==> src/rtl/itdiv_pkg.sv <==
`timescale 1ns/1ps
package itdiv_pkg;
    typedef enum logic [1:0] {
        ST_IDLE   = 2'd0,
        ST_SHIFT  = 2'd1,
        ST_SETTLE = 2'd2,
        ST_REPORT = 2'd3
    } div_state_t;
endpackage

==> src/rtl/div_operand_prep.sv <==
`timescale 1ns/1ps
// Selects operands for the active size, takes magnitudes, and aligns them
// for the shift-subtract loop. Also performs the early overflow test.
module div_operand_prep #(
    parameter int HALF_W = 8
) (
    input  logic                  is_signed,
    input  logic                  word_mode,
    input  logic [2*HALF_W-1:0]   dvd_hi,
    input  logic [2*HALF_W-1:0]   dvd_lo,
    input  logic [2*HALF_W-1:0]   dvs,
    output logic [2*HALF_W-1:0]   rem_init,
    output logic [2*HALF_W-1:0]   quo_init,
    output logic [2*HALF_W-1:0]   dvs_mag,
    output logic                  neg_quo,
    output logic                  neg_rem,
    output logic                  early_trap
);
    localparam int W  = 2 * HALF_W;
    localparam int DW = 2 * W;

    logic [DW-1:0] dvd_full;
    logic [DW-1:0] dvd_mag;
    logic [W-1:0]  dvs_full;
    logic          dvd_neg;
    logic          dvs_neg;

    always_comb begin
        if (word_mode) begin
            dvd_full = {dvd_hi, dvd_lo};
            dvd_neg  = is_signed & dvd_hi[W-1];
            dvs_full = dvs;
            dvs_neg  = is_signed & dvs[W-1];
        end else begin
            dvd_full = {{W{is_signed & dvd_lo[W-1]}}, dvd_lo};
            dvd_neg  = is_signed & dvd_lo[W-1];
            dvs_full = {{HALF_W{is_signed & dvs[HALF_W-1]}}, dvs[HALF_W-1:0]};
            dvs_neg  = is_signed & dvs[HALF_W-1];
        end
        dvd_mag = dvd_neg ? (~dvd_full + 1'b1) : dvd_full;
        dvs_mag = dvs_neg ? (~dvs_full + 1'b1) : dvs_full;
        if (word_mode) begin
            rem_init = dvd_mag[DW-1:W];
            quo_init = dvd_mag[W-1:0];
        end else begin
            rem_init = {{HALF_W{1'b0}}, dvd_mag[W-1:HALF_W]};
            quo_init = {dvd_mag[HALF_W-1:0], {HALF_W{1'b0}}};
        end
        neg_quo    = dvd_neg ^ dvs_neg;
        neg_rem    = dvd_neg;
        early_trap = (rem_init >= dvs_mag);
    end
endmodule

==> src/rtl/div_step.sv <==
`timescale 1ns/1ps
// One restoring shift-subtract step: yields one quotient bit.
module div_step #(
    parameter int W = 16
) (
    input  logic [W-1:0] rem_in,
    input  logic [W-1:0] quo_in,
    input  logic [W-1:0] dvs,
    output logic [W-1:0] rem_out,
    output logic [W-1:0] quo_out
);
    logic [W:0] trial;
    logic [W:0] diff;
    logic       fits;

    always_comb begin
        trial   = {rem_in, quo_in[W-1]};
        diff    = trial - {1'b0, dvs};
        fits    = (trial >= {1'b0, dvs});
        rem_out = fits ? diff[W-1:0] : trial[W-1:0];
        quo_out = {quo_in[W-2:0], fits};
    end
endmodule

==> src/rtl/div_result_fix.sv <==
`timescale 1ns/1ps
// Applies result signs, masks the narrow size, and checks the signed range.
module div_result_fix #(
    parameter int HALF_W = 8
) (
    input  logic [2*HALF_W-1:0] qmag,
    input  logic [2*HALF_W-1:0] rmag,
    input  logic                neg_quo,
    input  logic                neg_rem,
    input  logic                is_signed,
    input  logic                word_mode,
    output logic [2*HALF_W-1:0] quo,
    output logic [2*HALF_W-1:0] rem,
    output logic                limit_trap
);
    localparam int W = 2 * HALF_W;

    logic [W-1:0] quo_s;
    logic [W-1:0] rem_s;

    always_comb begin
        quo_s = neg_quo ? (~qmag + 1'b1) : qmag;
        rem_s = neg_rem ? (~rmag + 1'b1) : rmag;
        if (word_mode) begin
            quo        = quo_s;
            rem        = rem_s;
            limit_trap = is_signed & qmag[W-1];
        end else begin
            quo        = {{HALF_W{1'b0}}, quo_s[HALF_W-1:0]};
            rem        = {{HALF_W{1'b0}}, rem_s[HALF_W-1:0]};
            limit_trap = is_signed & qmag[HALF_W-1];
        end
    end
endmodule

==> src/rtl/iter_divider.sv <==
`timescale 1ns/1ps
module iter_divider #(
    parameter int HALF_W = 8
) (
    input  logic                clk,
    input  logic                rst_n,
    input  logic                start,
    input  logic                is_signed,
    input  logic                word_mode,
    input  logic [2*HALF_W-1:0] dividend_hi,
    input  logic [2*HALF_W-1:0] dividend_lo,
    input  logic [2*HALF_W-1:0] divisor,
    output logic                busy,
    output logic                done,
    output logic                trap,
    output logic [2*HALF_W-1:0] quotient,
    output logic [2*HALF_W-1:0] remainder
);
    import itdiv_pkg::*;

    localparam int W  = 2 * HALF_W;
    localparam int CW = $clog2(W);
    localparam logic [CW-1:0] LAST_WIDE   = CW'(W - 1);
    localparam logic [CW-1:0] LAST_NARROW = CW'(HALF_W - 1);

    div_state_t   state, state_nx;

    logic [W-1:0]  work_rem, work_quo, work_dvs;
    logic          neg_quo_q, neg_rem_q, signed_q, wide_q, trap_q;
    logic [CW-1:0] step_cnt;
    logic [W-1:0]  quot_q, remo_q;

    logic [W-1:0]  p_rem, p_quo, p_dvs;
    logic          p_negq, p_negr, p_early;
    logic [W-1:0]  s_rem, s_quo;
    logic [W-1:0]  f_quo, f_rem;
    logic          f_limit;
    logic          last_step;

    div_operand_prep #(.HALF_W(HALF_W)) u_prep (
        .is_signed  (is_signed),
        .word_mode  (word_mode),
        .dvd_hi     (dividend_hi),
        .dvd_lo     (dividend_lo),
        .dvs        (divisor),
        .rem_init   (p_rem),
        .quo_init   (p_quo),
        .dvs_mag    (p_dvs),
        .neg_quo    (p_negq),
        .neg_rem    (p_negr),
        .early_trap (p_early)
    );

    div_step #(.W(W)) u_step (
        .rem_in  (work_rem),
        .quo_in  (work_quo),
        .dvs     (work_dvs),
        .rem_out (s_rem),
        .quo_out (s_quo)
    );

    div_result_fix #(.HALF_W(HALF_W)) u_fix (
        .qmag       (work_quo),
        .rmag       (work_rem),
        .neg_quo    (neg_quo_q),
        .neg_rem    (neg_rem_q),
        .is_signed  (signed_q),
        .word_mode  (wide_q),
        .quo        (f_quo),
        .rem        (f_rem),
        .limit_trap (f_limit)
    );

    assign last_step = (step_cnt == (wide_q ? LAST_WIDE : LAST_NARROW));

    // State register
    always_ff @(posedge clk or negedge rst_n) begin
        if (!rst_n) state <= ST_IDLE;
        else        state <= state_nx;
    end

    // Transitions
    always_comb begin
        state_nx = state;
        unique case (state)
            ST_IDLE:   if (start) state_nx = p_early ? ST_REPORT : ST_SHIFT;
            ST_SHIFT:  if (last_step) state_nx = ST_SETTLE;
            ST_SETTLE: state_nx = ST_REPORT;
            ST_REPORT: state_nx = ST_IDLE;
            default:   state_nx = ST_IDLE;
        endcase
    end

    // Datapath registers
    always_ff @(posedge clk or negedge rst_n) begin
        if (!rst_n) begin
            work_rem  <= '0;
            work_quo  <= '0;
            work_dvs  <= '0;
            neg_quo_q <= 1'b0;
            neg_rem_q <= 1'b0;
            signed_q  <= 1'b0;
            wide_q    <= 1'b0;
            trap_q    <= 1'b0;
            step_cnt  <= '0;
            quot_q    <= '0;
            remo_q    <= '0;
        end else begin
            unique case (state)
                ST_IDLE: if (start) begin
                    work_rem  <= p_rem;
                    work_quo  <= p_quo;
                    work_dvs  <= p_dvs;
                    neg_quo_q <= p_negq;
                    neg_rem_q <= p_negr;
                    signed_q  <= is_signed;
                    wide_q    <= word_mode;
                    trap_q    <= p_early;
                    step_cnt  <= '0;
                end
                ST_SHIFT: begin
                    work_rem <= s_rem;
                    work_quo <= s_quo;
                    step_cnt <= step_cnt + 1'b1;
                end
                ST_SETTLE: begin
                    if (f_limit) begin
                        trap_q <= 1'b1;
                    end else begin
                        quot_q <= f_quo;
                        remo_q <= f_rem;
                    end
                end
                ST_REPORT: trap_q <= trap_q;
                default: trap_q <= trap_q;
            endcase
        end
    end

    // Outputs
    always_comb begin
        busy      = (state != ST_IDLE);
        done      = (state == ST_REPORT);
        trap      = (state == ST_REPORT) && trap_q;
        quotient  = quot_q;
        remainder = remo_q;
    end
endmodule

==> config.mk <==
export PLATFORM = sky130hd
export DESIGN_NAME = iter_divider
export DESIGN_NICKNAME = d
export VERILOG_FILES = /design/src/rtl/itdiv_pkg.sv /design/src/rtl/div_operand_prep.sv /design/src/rtl/div_step.sv /design/src/rtl/div_result_fix.sv /design/src/rtl/iter_divider.sv
export SDC_FILE = /design/constraint.sdc
export NUM_CORES = 1
export LEC_CHECK = 0
export BUFFER_PORTS_ARGS = -buffer_cell sky130_fd_sc_hd__buf_2
export CAP_MARGIN = 15
export CORE_ASPECT_RATIO = 1.75
export CORE_MARGIN = 2
export CORE_UTILIZATION = 56
export CTS_CLUSTER_DIAMETER = 120
export DETAILED_ROUTE_END_ITERATION = 6
export PLACE_DENSITY = 0.77
export SYNTH_ARGS = -nofsm -noshare
export SYNTH_HDL_FRONTEND = slang
export SYNTH_HIERARCHICAL = 1
export SYNTH_SLANG_ARGS = --single-unit
==> constraint.sdc <==
create_clock -name clk -period 3.39 [get_ports clk]
set_clock_uncertainty 0.1 [all_clocks]
set_input_delay 0.1695 -clock clk [delete_from_list [all_inputs] [get_ports clk]]
set_output_delay 0.1695 -clock clk [all_outputs]
set_load 0.005 [all_outputs]
==> flow_summary.json, run 1 <==
{
  "r2r_slack_ps": 240,
  "worstPathArrival_ps": 3280,
  "slew_violations": 0,
  "fp.coreArea_um2": 14300,
  "crit_chain": "buf_2 > inv_1 > ha_1 > nor3b_2 > buf_4 > and4b_1 > a21oi_2 > xnor2_1 > mux2_2 > ha_1 > nand2b_1 > a21o_1 > a211oi_1 > o31ai_1 > a211o_1 > nor2_2 > nand2_1 > o21ai_0 > a21oi_1",
  "hold_depth": 2,
  "cp-start-kind": "input pin",
  "layout_commonest_cell": "dfrtp_1",
  "fmax_ghz": 0.315,
  "fp.dieH_um": 164,
  "clock-root-buffer": "clkbuf_16",
  "cp_slowest_stage_delay_ps": 340,
  "slew_headroom_pct": 38.6,
  "numCtsBuffers": 9,
  "yosysWarnings": 6,
  "hold_violations": 0,
  "track_usage_pct": 27.0,
  "wire_per_inst_um": 17.2,
  "cts_tree": "built",
  "synth_edf_count": 0,
  "p_per_area_nw_per_um2": 921,
  "grt_max_degree": 74,
  "cp_data_required_time_ps": 3490,
  "num_io_pins": 88,
  "min_period_ps": 3180,
  "pwr-share-clk_pct": 13.4,
  "totalWireLength_um": 20300,
  "min_period_over_period_pct": 93.7,
  "r2r-end": "work_rem[14]",
  "drt_iter0_drc": 303,
  "grt-ovfl-total": 0,
  "multi_input_area_um2": 5270,
  "cpMaxStageDelayCell": "a211o_1",
  "clk_latency_ps": 340,
  "vias": 6975,
  "seq_power_share_pct": 24.5,
  "n_antenna_cell": 0,
  "synthFlopType": "dfrtp_1",
  "dieWidth_um": 95.2,
  "die_area_um2": 15600,
  "use_met3_pct": 2.95,
  "yosysUniqueCellTypes": 79,
  "crit_path_end_kind": "flop",
  "clk_pin_slew_worst_paths_ps": 60,
  "grtUsageMet1_pct": 30.0,
  "clock_path_buffers": 2,
  "syn-cell-area_um2": 8150,
  "critPathTopFamily": "compound AO/OA/AOI/OAI gates",
  "seq_area_frac_synth_pct": 27.9,
  "fin_nets": 1093,
  "syn_avg_cell_area_um2": 9.16,
  "antenna_found_initial": 0,
  "p_leak_nw": 4.37,
  "finalSetupViolations": 0,
  "tns_ps": 0,
  "htree_num_levels": 3,
  "swShare_pct": 43.6,
  "holdPathEnd": "work_dvs[0]",
  "area_growth_pct": 14.6,
  "switchingPower_mw": 3.75,
  "avgViaCountPerCell": 5.90,
  "final_core_util_pct": 65.4,
  "grt_pass1_vias": 6867,
  "fin_cells": 1182,
  "criticalPathCategory": "input pin to flop",
  "r2r_cells": 10,
  "hold_start": "divisor[0]",
  "nFillCells": 1173,
  "clock-sinks": 91,
  "gp_congestion": 0.969,
  "syn_inst": 890,
  "combPwrFrac_pct": 62.1,
  "p_int_mw": 4.85,
  "outcome": "complete, no violations",
  "hp-class": "input pin to flop",
  "dpl.cell_count": 1164,
  "initial_core_util_pct": 57.0,
  "synth_seq_cells": 91,
  "cap_violations": 0,
  "antenna_left": 0,
  "synth.top_cell.area_share_pct": 27.9,
  "synth_nets": 986,
  "worst_pin_slew_ps": 921,
  "crit_fanout": 5,
  "busiest_layer": "met2",
  "hpwl_um": 15800,
  "final_cell_mix": "91 x dfrtp_1, 86 x nand2_1, 86 x buf_2",
  "r2r_start": "work_quo[15]",
  "port_buffers": 87,
  "crit_top_cell": "ha_1",
  "drc": 0,
  "path_buf_inv": 3,
  "vdd_drop_max_v": 0.000418,
  "drive_gt1_share_pct": 26.3,
  "firstDrtPassIters": 5,
  "grt_use_met2_pct": 49.7,
  "yosysTopAreaCell": "dfrtp_1",
  "async_flop_share_pct": 100,
  "grt_pass1_wl_um": 33200,
  "seq_area_um2": 2280,
  "num_rows": 58,
  "synth_area_leaders": "dfrtp_1 28%, mux2i_1 6.6%, ha_1 6.4%"
}
==> through the flow <==
stage	cell area (um^2)	worst slack [ps]	total power [mW]	hold slack (ps)
after floorplan	8150	176	6.35	-226
after global placement	8930	-102	7.22	260
after detailed placement	8930	-114	7.34	263
after CTS	9300	218	8.58	85.5
after global routing	9340	-35.0	9.25	93.2
final	9340	215	8.60	98.5
==> area by class of cell <==
| class | count | area share, % |
|---|---|---|
| well taps | 180 | 2.41 |
| clock buffers | 10 | 2.56 |
| clock inverters | 6 | 1.21 |
| multi-input cells | 676 | 56.4 |
| inverters | 57 | 2.32 |
| repair buffers | 162 | 10.7 |
| flip-flops and latches | 91 | 24.4 |
==> power by group through the flow <==
stage / clock (mW) / sequential [mW] / combinational, mW
3_3_place_gp: 0 / 2.09 / 5.12
6_report: 1.15 / 2.11 / 5.34
4_1_cts: 1.18 / 2.10 / 5.31
2_1_floorplan: 0 / 1.93 / 4.42
5_1_grt: 1.22 / 2.18 / 5.85
3_5_place_dp: 0 / 2.11 / 5.23
==> cells by family after synthesis <==
family / synth area share [%]
AND/OR/NAND/NOR: 16.6
AO/OA/AOI/OAI: 16.1
buffers and inverters: 8.06
multiplexers: 16.4
flip-flops: 27.9
XOR/XNOR: 8.27
adder cells (fa/ha/maj): 6.69
==> metal layers <==
layer  wire length, um  share of wire, %
met3               674               3.3
met4               892               4.4
met2             10900                54
met1              7840                39
met5                 0                 0
==> worst max-delay path by stage <==
| stage | start | to | slack [ps] | cells past startpoint |
|---|---|---|---|---|
| after floorplan | word_mode | trap_q | 180 | 16 |
| after global placement | dividend_lo[0] | trap_q | -100 | 20 |
| after detailed placement | dividend_lo[15] | trap_q | -110 | 16 |
| after CTS | dividend_lo[1] | trap_q | 220 | 17 |
| after global routing | dividend_lo[0] | trap_q | -40 | 19 |
| final | dividend_lo[0] | trap_q | 210 | 19 |
==> registers in the layout, summed over array words and instances (netlist names) <==
register,count
signed_q,1
state,2
work_rem,16
trap_q,1
work_dvs,16
neg_quo_q,1
neg_rem_q,1
quotient,16
remainder,16
step_cnt,4
work_quo,16
wide_q,1
==> synthesized netlist by cell type, drive strengths merged, types with 8 or more instances <==
master   n
a21o     8
a21oi   25
a31oi   10
and2    19
buf     44
clkbuf  22
dfrtp   91
ha      42
inv     57
mux2    68
mux2i   54
nand2   87
nand2b  10
nand3    8
nand4    9
nor2    52
nor4    11
o21ai   67
o31ai   15
o41ai   19
or3     10
xnor2   47
xor2    30
==> what timing repair did <==
item                       CTS  global route
gates resized for setup      0             9
setup buffers                0             1
setup endpoints to repair    0             2
hold endpoints to repair    71             0
hold buffers                 1             0
Power figures use the tool's default switching activity.
==> inputs of run 2 (changes only) <==
- ABC_AREA: unset -> 1
- PLACE_DENSITY: 0.77 -> 0.76
==> run 2 against run 1 <==
Compared with the run above: the flow now finishes with violations (design-rule violations); utilization down 4.3 points; global-route usage up 0.50 points; maximum frequency up 9.0%; total power up 1.8%; cell count up 40%; synthesized cell count up 59%; combinational power up 4.9%; count of clock-buffer cells in the layout up 1; hold slack worse by 21 ps; die area up 6.3%; flip-flop and latch count unchanged; largest power group unchanged.
==> flow_summary.json, run 2 <==
{
  "final_cell_mix": "522 x nand2_1, 173 x inv_1, 131 x nor2_1",
  "violations": "design-rule violations",
  "grt_pass1_vias": 8345,
  "p_per_area_nw_per_um2": 941,
  "yosysUniqueCellTypes": 39,
  "clock-sinks": 91,
  "avgViaCountPerCell": 5.22,
  "synthFlopType": "dfrtp_1",
  "fp.dieH_um": 169,
  "grt_pass1_wl_um": 37800,
  "totalPowerFinal_mw": 8.76,
  "min_period_over_period_pct": 85.9,
  "min_period_ps": 2910,
  "track_usage_pct": 27.5,
  "cp-start-kind": "input pin",
  "n_antenna_cell": 0,
  "p_leak_nw": 5.27,
  "synth_nets": 1510,
  "crit_path_end_kind": "flop",
  "num_rows": 60,
  "hp-class": "input pin to flop",
  "rsz0062_at_grt": "false",
  "tns_ps": 0,
  "wire_per_inst_um": 13.6,
  "worstPathArrival_ps": 3090,
  "seq_area_um2": 2280,
  "area_growth_pct": 7.20,
  "syn-cell-area_um2": 8680,
  "num_io_pins": 88,
  "clk_latency_ps": 340,
  "criticalPathCategory": "input pin to flop",
  "seq_area_frac_synth_pct": 26.2,
  "antenna_found_initial": 0,
  "finalSetupViolations": 0,
  "dpl_worst_slack_ps": 309,
  "hold_slack_ps": 77.3,
  "firstDrtPassIters": 7,
  "clock_path_buffers": 2,
  "slew_headroom_pct": 42.2,
  "grt_max_degree": 68,
  "multi_input_area_um2": 5270,
  "gp_congestion": 0.974,
  "synth_area_leaders": "dfrtp_1 26%, nand2_1 23%, inv_1 7.5%",
  "worst_pin_slew_ps": 866,
  "synth.top_cell.area_share_pct": 26.2,
  "fin_nets": 1556,
  "synth.cells.most_frequent": "522 x nand2_1, 173 x inv_1, 131 x nor2_1",
  "fin_cells": 1650,
  "async_flop_share_pct": 100,
  "hold_violations": 0,
  "yosysMostFrequentCell": "nand2_1",
  "yosysTopAreaCell": "dfrtp_1",
  "vdd_drop_max_v": 0.000431,
  "vias": 8610,
  "drt_iter0_drc": 470,
  "slew_violations": 0,
  "syn_avg_cell_area_um2": 6.14,
  "cap_violations": 0,
  "drive_gt1_share_pct": 12.6,
  "dieWidth_um": 98.1,
  "fp.coreArea_um2": 15200,
  "die_area_um2": 16600,
  "antenna_left": 0,
  "syn_inst": 1414,
  "grt-ovfl-total": 0,
  "yosysWarnings": 6,
  "layout_commonest_cell": "nand2_1",
  "numCtsBuffers": 9,
  "fmax_ghz": 0.343,
  "hpwl_um": 18100,
  "synth_seq_cells": 91,
  "cp_data_required_time_ps": 3570,
  "cts_tree": "built",
  "setup_ws_ps": 478,
  "initial_core_util_pct": 57.0,
  "outcome": "finished with violations",
  "totalWireLength_um": 22400,
  "ctsResizeCount": 0,
  "clock-root-buffer": "clkbuf_16",
  "port_buffers": 87,
  "synth_edf_count": 0,
  "drc": 1,
  "htree_num_levels": 3,
  "nFillCells": 1571,
  "clk_pin_slew_worst_paths_ps": 70,
  "crit_fanout": 3,
  "dpl.cell_count": 1633
}
==> run 2: changes by cell type after synthesis, sizes merged, moves of 39 or more <==
| cell | change |
|---|---|
| nand2 | +464 |
| mux2i | -54 |
| nand3 | +109 |
| mux2 | -68 |
| o21ai | +39 |
| inv | +122 |
| nor2 | +89 |
==> run 2: metrics by stage <==
step	cell area (um^2)	util, %
after CTS	9310	61.1
final	9310	61.1
after global placement	9000	59.1
after global routing	9310	61.1
after floorplan	8680	-
after detailed placement	9000	59.1
==> run 2: area by class of cell <==
type	count	share of cell area [%]
Tap cell	186	2.50
Timing Repair Buffer	104	6.13
Sequential cell	91	24.5
Multi-Input combinational cell	1075	56.6
Clock inverter	4	0.363
Inverter	179	7.24
Clock buffer	11	2.72
==> run 2: final timing paths <==
| check | startpoint | end | slack [ps] | cells after the start |
|---|---|---|---|---|
| min in group asynchronous | rst_n | work_rem[1] | 350 | 2 |
| max | divisor[0] | state[1] | 480 | 23 |
| min | is_signed | signed_q | 80 | 3 |
| min reg2reg | quotient[4] | quotient[4] | 360 | 2 |
| max reg2reg | work_rem[1] | work_rem[2] | 610 | 14 |
| max in group asynchronous | rst_n | quotient[10] | 2070 | 3 |
==> run 2: kinds of logic after synthesis <==
family                     after synthesis  share of synthesized area (%)
adders and majority gates               43                           6.28
DFF                                     91                           26.2
xor gates and xnor gates                42                           4.32
and+or+nand+nor                        840                           40.8
buffers and inverters                  248                           13.1
AOI/OAI and AO/OA                      150                           9.24
==> run 2: timing repair <==
action	CTS	global route
hold endpoints to repair	62	0
hold buffers	2	0
buffers inserted	0	0
==> run 2: where the power goes <==
part	internal [mW]	switching (mW)	total [mW]
sequential	1.58	0.612	2.19
clock	0.539	0.428	0.966
combinational	2.01	3.59	5.60
==> run 2: routing by layer <==
| metal | global-route usage, % | part of all wire [%] | vias up |
|---|---|---|---|
| li1 | - | - | 4489 |
| met1 | 30.5 | 40 | 3824 |
| met2 | 50.6 | 51 | 224 |
| met3 | 2.68 | 3.3 | 73 |
| met4 | 15.7 | 5.8 | 0 |
| met5 | 0 | 0 | - |
==> run 2: worst max-delay path, cell delays in order <==
cell	delay, ps
dlygate4sd3_1	530
buf_2	150
inv_1	70
nand3_1	110
nor2_1	160
nand2_1	90
nor2_1	100
nand2_1	80
nor2_1	160
nand3_1	140
nand2_1	80
nand2_1	60
ha_1	290
nand2_1	60
inv_1	50
nand3_1	80
nor3_1	200
nand2_1	90
nand3_1	130
nand2_1	60
nand2_1	70
nand3_1	80
nand2_1	80
